File: config.mk
export PLATFORM = sky130hd
export DESIGN_NAME = vfd_scan_driver
export DESIGN_NICKNAME = d
export VERILOG_FILES = /design/src/rtl/vfd_pkg.sv /design/src/rtl/vfd_tick_gen.sv /design/src/rtl/vfd_seg_ram.sv /design/src/rtl/vfd_scan_seq.sv /design/src/rtl/vfd_scan_driver.sv
export SDC_FILE = /design/constraint.sdc
export NUM_CORES = 1
export LEC_CHECK = 0
export BUFFER_PORTS_ARGS = -buffer_cell sky130_fd_sc_hd__buf_2
export CAP_MARGIN = 15
export CORE_MARGIN = 10
export CORE_UTILIZATION = 35
export CTS_BUF_LIST = sky130_fd_sc_hd__clkbuf_4
export DETAILED_ROUTE_END_ITERATION = 8
export SYNTH_ARGS = -nofsm -noshare
export SYNTH_HDL_FRONTEND = slang
export SYNTH_SLANG_ARGS = --single-unit
File: constraint.sdc
create_clock -name clk -period 9.9 [get_ports clk]
set_input_delay 0.495 -clock clk [delete_from_list [all_inputs] [get_ports clk]]
set_output_delay 0.495 -clock clk [all_outputs]
set_load 0.05 [all_outputs]
File: src/rtl/vfd_pkg.sv
package vfd_pkg;
  typedef enum logic {PH_BLANK = 1'b0, PH_LIT = 1'b1} phase_e;
endpackage

File: src/rtl/vfd_tick_gen.sv
module vfd_tick_gen #(
  parameter int TICK_DIV = 4
) (
  input  logic clk,
  input  logic rst_n,
  output logic tick_o
);
  localparam int CW = (TICK_DIV > 1) ? $clog2(TICK_DIV) : 1;
  localparam logic [CW-1:0] LAST = CW'(TICK_DIV - 1);

  logic [CW-1:0] cnt_q, cnt_d;

  always_comb begin
    if (cnt_q == LAST) cnt_d = '0;
    else               cnt_d = cnt_q + CW'(1);
  end

  always_ff @(posedge clk or negedge rst_n) begin
    if (!rst_n) cnt_q <= '0;
    else        cnt_q <= cnt_d;
  end

  assign tick_o = (cnt_q == LAST);
endmodule

File: src/rtl/vfd_seg_ram.sv
module vfd_seg_ram #(
  parameter int SEG_W  = 27,
  parameter int GRID_N = 3,
  parameter int AW     = 2
) (
  input  logic             clk,
  input  logic             rst_n,
  input  logic             wr_en_i,
  input  logic [AW-1:0]    wr_addr_i,
  input  logic [SEG_W-1:0] wr_data_i,
  input  logic [AW-1:0]    rd_addr_i,
  output logic [SEG_W-1:0] rd_data_o
);
  logic [SEG_W-1:0] word_q [GRID_N];

  for (genvar g = 0; g < GRID_N; g++) begin : g_word
    logic hit;
    assign hit = wr_en_i && (wr_addr_i == AW'(g));
    always_ff @(posedge clk or negedge rst_n) begin
      if (!rst_n)   word_q[g] <= '0;
      else if (hit) word_q[g] <= wr_data_i;
    end
  end

  always_comb begin
    rd_data_o = '0;
    for (int g = 0; g < GRID_N; g++)
      if (rd_addr_i == AW'(g)) rd_data_o = word_q[g];
  end
endmodule

File: src/rtl/vfd_scan_seq.sv
module vfd_scan_seq
  import vfd_pkg::*;
#(
  parameter int SEG_W      = 27,
  parameter int GRID_N     = 3,
  parameter int SLOT_TICKS = 3,
  parameter int AW         = 2
) (
  input  logic              clk,
  input  logic              rst_n,
  input  logic              tick_i,
  input  logic              duty_two_i,
  input  logic [SEG_W-1:0]  rd_data_i,
  output logic [AW-1:0]     rd_addr_o,
  output logic [SEG_W-1:0]  seg_o,
  output logic [GRID_N-1:0] grid_n_o,
  output logic              duty_two_o
);
  localparam int TW = (SLOT_TICKS > 1) ? $clog2(SLOT_TICKS) : 1;
  localparam logic [TW-1:0] T_LAST = TW'(SLOT_TICKS - 1);
  localparam logic [AW-1:0] G_FULL = AW'(GRID_N - 1);

  phase_e             phase_q, phase_d;
  logic [TW-1:0]      tcnt_q, tcnt_d;
  logic [AW-1:0]      gidx_q, gidx_d, g_last;
  logic               dlat_q, dlat_d;
  logic [SEG_W-1:0]   seg_q, seg_d;
  logic [GRID_N-1:0]  grid_q, grid_d;

  assign g_last = dlat_q ? AW'(1) : G_FULL;

  always_comb begin
    phase_d = phase_q;
    tcnt_d  = tcnt_q;
    gidx_d  = gidx_q;
    dlat_d  = dlat_q;
    seg_d   = seg_q;
    grid_d  = grid_q;
    if (tick_i) begin
      if (phase_q == PH_BLANK) begin
        if (gidx_q == '0) dlat_d = duty_two_i;
        phase_d = PH_LIT;
        tcnt_d  = '0;
        seg_d   = rd_data_i;
        grid_d  = '1;
        grid_d[gidx_q] = 1'b0;
      end else if (tcnt_q == T_LAST) begin
        phase_d = PH_BLANK;
        seg_d   = '0;
        grid_d  = '1;
        gidx_d  = (gidx_q == g_last) ? '0 : gidx_q + AW'(1);
      end else begin
        tcnt_d  = tcnt_q + TW'(1);
      end
    end
  end

  always_ff @(posedge clk or negedge rst_n) begin
    if (!rst_n) begin
      phase_q <= PH_BLANK;
      tcnt_q  <= '0;
      gidx_q  <= '0;
      dlat_q  <= 1'b0;
      seg_q   <= '0;
      grid_q  <= '1;
    end else begin
      phase_q <= phase_d;
      tcnt_q  <= tcnt_d;
      gidx_q  <= gidx_d;
      dlat_q  <= dlat_d;
      seg_q   <= seg_d;
      grid_q  <= grid_d;
    end
  end

  assign rd_addr_o  = gidx_q;
  assign seg_o      = seg_q;
  assign grid_n_o   = grid_q;
  assign duty_two_o = dlat_q;
endmodule

File: src/rtl/vfd_scan_driver.sv
module vfd_scan_driver #(
  parameter int SEG_W      = 27,
  parameter int GRID_N     = 3,
  parameter int TICK_DIV   = 4,
  parameter int SLOT_TICKS = 3,
  parameter int AW         = 2
) (
  input  logic              clk,
  input  logic              rst_n,
  input  logic              duty_two_i,
  input  logic              wr_en_i,
  input  logic [AW-1:0]     wr_addr_i,
  input  logic [SEG_W-1:0]  wr_data_i,
  output logic [SEG_W-1:0]  seg_o,
  output logic [GRID_N-1:0] grid_n_o
);
  logic [1:0]       rst_sync_q;
  logic             core_rst_n;
  logic             tick;
  logic [AW-1:0]    rd_addr;
  logic [SEG_W-1:0] rd_data;
  logic             duty_two_lat;

  always_ff @(posedge clk or negedge rst_n) begin
    if (!rst_n) rst_sync_q <= 2'b00;
    else        rst_sync_q <= {rst_sync_q[0], 1'b1};
  end
  assign core_rst_n = rst_sync_q[1];

  vfd_tick_gen #(.TICK_DIV(TICK_DIV)) u_tick (
    .clk(clk), .rst_n(core_rst_n), .tick_o(tick)
  );

  vfd_seg_ram #(.SEG_W(SEG_W), .GRID_N(GRID_N), .AW(AW)) u_ram (
    .clk(clk), .rst_n(core_rst_n), .wr_en_i(wr_en_i), .wr_addr_i(wr_addr_i),
    .wr_data_i(wr_data_i), .rd_addr_i(rd_addr), .rd_data_o(rd_data)
  );

  vfd_scan_seq #(.SEG_W(SEG_W), .GRID_N(GRID_N), .SLOT_TICKS(SLOT_TICKS), .AW(AW)) u_seq (
    .clk(clk), .rst_n(core_rst_n), .tick_i(tick), .duty_two_i(duty_two_i),
    .rd_data_i(rd_data), .rd_addr_o(rd_addr), .seg_o(seg_o),
    .grid_n_o(grid_n_o), .duty_two_o(duty_two_lat)
  );
endmodule

======== Word-level counts from Yosys, hierarchy flattened ========
Index checks and enable logic that the tools add are counted.
operators by class
  $add $sub $neg .......................... 3
  $lt $le $gt $ge ......................... 2
  equal/unequal tests ..................... 9
  mux-type cells .......................... 16
  bitwise operators ....................... 2
  reduce and logical (&&, ||, !) cells .... 10
operators with widths
  kind                   count
  $mux W27               5
  $mux W2                5
  $eq A2 B2 Y1 const B   4
  $add A2 B1 Y2 const B  3
  $mux W3                2
  $reduce_and A3 Y1      2
  $eq A2 B1 Y1 const B   2
  $logic_and A1 B1 Y1    4
  $logic_not A2 Y1       2
  $ne A2 B2 Y1 const B   2
  $reduce_and A2 Y1      2
  $lt A2 B3 Y1 const B   1
  $mux W1                3
  $not A3 Y3             1
  $demux W1 S2           1
  $eq A2 B2 Y1           1
  $ge A2 B1 Y1 const B   1
  $not A1 Y1             1
storage, ports and cells
  flip-flop bits (word level) ............. 121
  input port bits ......................... 33
  output and inout port bits .............. 30
  word-level logic and storage cells ...... 53

======== Longest topological paths before layout ========
  depth after elaboration ................. 6
  depth in mapped cells ................... 7
  depth with buffers taken out ............ 5

======== Cells and area by module ========
A second synthesis with hierarchy kept.
unflattened totals
  cells, all modules ...................... 350
  area, all modules ....................... 5,435.2 um2
by module, submodules not included
  module           instances  cells each  area an instance (um2)  seq. area each (um2)
  vfd_seg_ram      1          238         3,849.9                 2,026.9
  vfd_scan_seq     1          105         1,465.2                 904.6
  vfd_tick_gen     1          4           66.3                    50.0
  vfd_scan_driver  1          3           53.8                    50.0

======== Least setup slack after synthesis ========
No wires, ideal clock.
  kind .................................... register -> register
  start ................................... register u_seq.gidx_q[0], in the netlist u_seq.rd_addr_o[0]
  end ..................................... register u_seq.seg_q[17], in the netlist u_seq.seg_o[17]
  setup time .............................. 0.122 ns
  data arrival time ....................... 1.363 ns
  required time ........................... 9.778 ns
  path slack .............................. 8.415 ns
  stages on the path, launching flop included .. 8
  buffers on the path ..................... 2
  clock period less this slack ............ 1.485 ns
  cells stage by stage .................... dfrtp_1 > inv_1 > ha_1 > buf_2 > buf_2 > a21oi_1 > o21ai_0 > a32o_1
between the ends
  word-level cells in the longest chain between the ends .. 5
  elaborated cells between the ends (all ways) .. 7
  classes of those cells .................. 2 x eq/ne; 4 x mux; 1 x reduce/logical
RTL lines
  element                   line                RTL
  start: declaration        vfd_scan_seq.sv:25  logic [AW-1:0] gidx_q, gidx_d, g_last;
  start signal: assignment  vfd_scan_seq.sv:69  gidx_q <= gidx_d;
  $logic_not A2 Y1          vfd_seg_ram.sv:28   if (rd_addr_i == AW'(g)) rd_data_o = word_q[g];
  $mux W27 (2 in series)    vfd_seg_ram.sv:28
  $mux W27 *                vfd_seg_ram.sv:28
  $mux W27 *                vfd_scan_seq.sv:40  if (phase_q == PH_BLANK) begin
  end signal: assignment    vfd_scan_seq.sv:71  seg_q <= seg_d;
  end: declaration          vfd_scan_seq.sv:27  logic [SEG_W-1:0] seg_q, seg_d;
Every way passes the cells marked *; elsewhere a longest branch is shown, timed or not.
A chain may end at the register's enable or synchronous reset.

======== Worst setup path after layout ========
  start ................................... register u_tick.cnt_q[0]
  end ..................................... register u_seq.dlat_q, in the netlist u_seq.duty_two_o
between the ends
  word-level cells in the longest chain between the ends .. 2
RTL lines
  element                      line                RTL
  start: declaration           vfd_tick_gen.sv:11  logic [CW-1:0] cnt_q, cnt_d;
  start signal: assignment     vfd_tick_gen.sv:20  else cnt_q <= cnt_d;
  $eq A2 B2 Y1                 vfd_tick_gen.sv:23  assign tick_o = (cnt_q == LAST);
  $reduce_and A3 Y1 (no line)  n/a
  end signal: assignment       vfd_scan_seq.sv:70  dlat_q <= dlat_d;
  end: declaration             vfd_scan_seq.sv:26  logic dlat_q, dlat_d;
Every way passes these cells.

==> impl_summary.log <==
INFO  metric cp_data_required_time = 10.31 ns
INFO  metric cts.hold.buffers_added = 1
INFO  metric count_of_warnings_emitted_by_yosys = 0
INFO  metric horizontal_die_dimension = 145 um
INFO  metric static-leakage-power = 2.88 nW
INFO  metric busiest_metal_layer_after_global_routing = met2
INFO  metric critical_path.startpoint_type = register
INFO  metric fillers = 1431
INFO  metric cp_slowest_cell = sky130_fd_sc_hd__nor2b_4
INFO  metric setup_repair_after_global_routing_missed_its_margin = false
INFO  metric grt_pass1_wl = 20.4 mm
INFO  metric finalHoldViolations = 0
INFO  metric finalSetupViolCount = 0
INFO  metric placement.cell_area = 0.00584 sq mm
INFO  metric drt-vias-per-instance = 4.86
INFO  metric post-route-drc-count = 0
INFO  metric wirelength = 12.1 mm
INFO  metric fin_setup_tns = 0 ns
INFO  metric stdcell_area = 0.00620 sq mm
INFO  metric cts_inserted_buffers = 17
INFO  metric clock_tree.root_cell = sky130_fd_sc_hd__clkbuf_4
INFO  metric max_slew_margin = 0.317
INFO  metric floorplan.die_area = 0.0211 sq mm
INFO  metric cp_data_arrival_time = 2.51 ns
INFO  metric layout-drive-gt1-share = 0.400
INFO  metric fp.coreArea = 0.0153 sq mm
INFO  metric dr.first_iter.drc_count = 165
INFO  metric worstHoldEndpoint = u_seq.duty_two_o
INFO  metric clock_skew = 0.00818 ns
INFO  metric io_buf_count = 62
INFO  metric postCtsResizedCells = 0
INFO  metric avgSynthCellArea = 13.5 sq um
INFO  metric holdPathStages = 2
INFO  metric largest_net_degree_at_the_start_of_global_routing = 83
INFO  metric die_height = 145 um
INFO  metric number_of_global_route_vias_before_repair = 3674
INFO  metric grt_antenna_before_repair = 1
INFO  metric num_vias = 3349
INFO  metric r2r_start = u_tick.cnt_q[0]
INFO  metric io-pin-count = 63
INFO  metric drv.max_cap_violation_count = 0
INFO  metric drt_first_pass_iters = 4
INFO  metric grt_util_met3 = 0.0385
INFO  metric met2_usage = 0.192
INFO  metric mappedNetlistNets = 445
INFO  metric min_path_type = primary input to register
INFO  metric synth.yosys.seq_area_share = 0.553
INFO  metric cts_tree = yes
INFO  metric initial_core_util = 0.359
INFO  metric grt_overflow = 0
INFO  metric final-max-slew-violation-count = 0
INFO  metric clockBufferDepth = 2
INFO  metric cts_setup_buffers = 0
INFO  metric drtAntennaViolNets = 0
INFO  metric sequential_cell_area_in_the_final_layout = 0.00304 sq mm
INFO  metric vdd.ir_drop.worst = 0.0000674 V
INFO  metric final.hold.worst_slack = 0.210 ns
INFO  metric synth.cell_area = 0.00548 sq mm
INFO  metric status = complete, no violations
INFO  metric yosys_register_bits = 121
INFO  metric hold_path_startpoint = duty_two_i
INFO  metric latest_clock_arrival_within_the_worst_skew_pair = 0.52 ns
INFO  metric critical_path.max_fanout = 30
INFO  metric fin_nets = 502
INFO  metric cts.reportedPaths.clkPinSlew = 0.11 ns
INFO  metric worst-r2r-cell-count = 4
INFO  metric use_met1 = 0.154
INFO  metric detailed_place_hpwl = 7.40 mm
INFO  metric total_power_divided_by_cell_area = 190 mW/mm^2
INFO  metric grt_usage = 0.121
INFO  metric area_delta_synth_final = 13.2%
INFO  metric clk_sinks = 121
INFO  metric htree_levels = 4
INFO  metric synthesis.instances = 407
INFO  metric crit-reg2reg-capture = u_seq.duty_two_o
INFO  metric worst-setup-path-type = register to register
INFO  metric max_freq = 0.476 GHz
INFO  metric timing.critical_path.to_type = register
INFO  metric worst-r2r-setup-slack = 7.80 ns
INFO  metric period_needed = 2.10 ns
INFO  metric multi_input_comb_area = 0.00216 sq mm
INFO  metric critical-path-max-stage-delay = 0.80 ns
INFO  metric critical_path_buf_inv_count = 0
INFO  metric worstMarginPinSlew = 1.02 ns
INFO  metric final.period_utilization = 0.212
INFO  metric fin_total_pwr = 1.18 mW
INFO  metric netlist-cell-type-count = 33
INFO  metric fin_util = 0.406
INFO  metric cp_top_family = simple AND/OR/NAND/NOR gates
INFO  metric placementRows = 45
INFO  metric gp_congestion = 0.735
INFO  metric cell_chain_of_the_critical_path = ha_1, nor2b_4, nand2_1, mux2_2
INFO  metric avgRoutedWirePerCell = 17.6 um
## per-layer routing
metal | wire length (um) | vias to the layer above
li1 | - | 1575
met1 | 5730 | 1698
met2 | 5820 | 66
met3 | 464 | 10
met4 | 121 | 0
met5 | 0 | -
## sequential cells by signal, indices dropped and copies added (netlist names)
name / flops
u_seq.rd_addr_o: 2
u_seq.grid_n_o: 3
u_seq.seg_o: 27
u_tick.cnt_q: 2
u_seq.duty_two_o: 1
u_seq.phase_q: 1
rst_sync_q: 2
u_seq.tcnt_q: 2
u_ram.word_q: 81
## where the power goes
group          internal (mW)  total [mW]  switching [mW]
Clock                  0.200       0.394           0.194
Combinational          0.105       0.186          0.0812
Sequential             0.558       0.595          0.0370
## logic make-up after synthesis
group,Yosys count,synth area share
flops,121,0.553
compound gates,94,0.114
mux,82,0.200
simple gates,65,0.0640
buf+inv,39,0.0560
fa+ha+maj,5,0.0114
other cells,1,0.000685
## final cells by class
type	count	area share
well taps	211	0.0426
diodes	1	0.000404
clock inverters	15	0.0325
multi-input cells	247	0.349
inverters	8	0.00484
flip-flops and latches	121	0.490
clock buffers	17	0.0206
repair buffers	69	0.0609
## synthesized netlist by cell type
master / n / area, sq um
sky130_fd_sc_hd__buf_8: 2 / 30.0
sky130_fd_sc_hd__ha_1: 5 / 62.6
sky130_fd_sc_hd__nand2b_1: 27 / 169
sky130_fd_sc_hd__buf_6: 5 / 56.3
sky130_fd_sc_hd__o22ai_1: 2 / 12.5
sky130_fd_sc_hd__nor2_1: 1 / 3.75
sky130_fd_sc_hd__nor3_1: 1 / 5.00
sky130_fd_sc_hd__nor2b_1: 1 / 6.26
sky130_fd_sc_hd__inv_1: 8 / 30.0
sky130_fd_sc_hd__nor3b_2: 1 / 12.5
sky130_fd_sc_hd__a22oi_1: 2 / 15.0
sky130_fd_sc_hd__nand3b_1: 2 / 15.0
sky130_fd_sc_hd__dfrtp_1: 118 / 2950
sky130_fd_sc_hd__buf_12: 4 / 80.1
sky130_fd_sc_hd__dfstp_2: 3 / 78.8
sky130_fd_sc_hd__nand3_1: 1 / 5.00
sky130_fd_sc_hd__clkbuf_1: 2 / 7.51
sky130_fd_sc_hd__nand2_1: 28 / 105
sky130_fd_sc_hd__mux2_4: 46 / 691
sky130_fd_sc_hd__conb_1: 1 / 3.75
sky130_fd_sc_hd__o22a_1: 1 / 8.76
sky130_fd_sc_hd__o21ai_1: 2 / 10.0
sky130_fd_sc_hd__nor2b_4: 1 / 13.8
sky130_fd_sc_hd__a32o_1: 27 / 270
sky130_fd_sc_hd__a21o_1: 1 / 7.51
sky130_fd_sc_hd__nor3b_1: 2 / 15.0
sky130_fd_sc_hd__a21boi_0: 2 / 15.0
sky130_fd_sc_hd__buf_2: 13 / 65.1
sky130_fd_sc_hd__mux2_2: 36 / 405
sky130_fd_sc_hd__a21oi_1: 30 / 150
sky130_fd_sc_hd__o21ai_0: 26 / 130
sky130_fd_sc_hd__o21a_1: 1 / 7.51
sky130_fd_sc_hd__buf_4: 5 / 37.5
## per-stage QoR
step                cells  setup WS, ns
finish                689          7.80
global route          689          7.61
global placement      654          7.83
CTS                   687          7.78
floorplan             407          6.28
detailed placement    654          7.79
## placed cells by master (no fill, tap or decap), types with 2 or more instances in the layout
cell type / instances
sky130_fd_sc_hd__bufinv_16: 4
sky130_fd_sc_hd__a21boi_0: 2
sky130_fd_sc_hd__dfrtp_1: 117
sky130_fd_sc_hd__nand2_1: 28
sky130_fd_sc_hd__nand3b_1: 2
sky130_fd_sc_hd__nor3b_1: 2
sky130_fd_sc_hd__mux2_2: 36
sky130_fd_sc_hd__clkinvlp_4: 9
sky130_fd_sc_hd__a22oi_1: 2
sky130_fd_sc_hd__a21oi_1: 30
sky130_fd_sc_hd__o21ai_0: 26
sky130_fd_sc_hd__nand2b_1: 27
sky130_fd_sc_hd__dfstp_2: 3
sky130_fd_sc_hd__buf_4: 5
sky130_fd_sc_hd__clkbuf_4: 17
sky130_fd_sc_hd__o22ai_1: 2
sky130_fd_sc_hd__mux2_4: 46
sky130_fd_sc_hd__inv_1: 8
sky130_fd_sc_hd__ha_2: 2
sky130_fd_sc_hd__ha_1: 3
sky130_fd_sc_hd__buf_2: 62
sky130_fd_sc_hd__a32o_1: 27
## how the worst max path moves through the flow
stage	slack (ns)	end	cells after the start	startpoint
global placement	7.83	u_seq.duty_two_o	4	u_tick.cnt_q[0]
global route	7.61	u_seq.seg_o[20]	4	u_seq.rd_addr_o[1]
floorplan	6.28	u_ram.word_q[0]	0	rst_sync_q[1]
CTS	7.78	u_seq.duty_two_o	4	u_tick.cnt_q[0]
finish	7.80	u_seq.duty_two_o	4	u_tick.cnt_q[0]
detailed placement	7.79	u_seq.seg_o[19]	4	u_seq.rd_addr_o[1]
(Power assumes the default switching activity.)
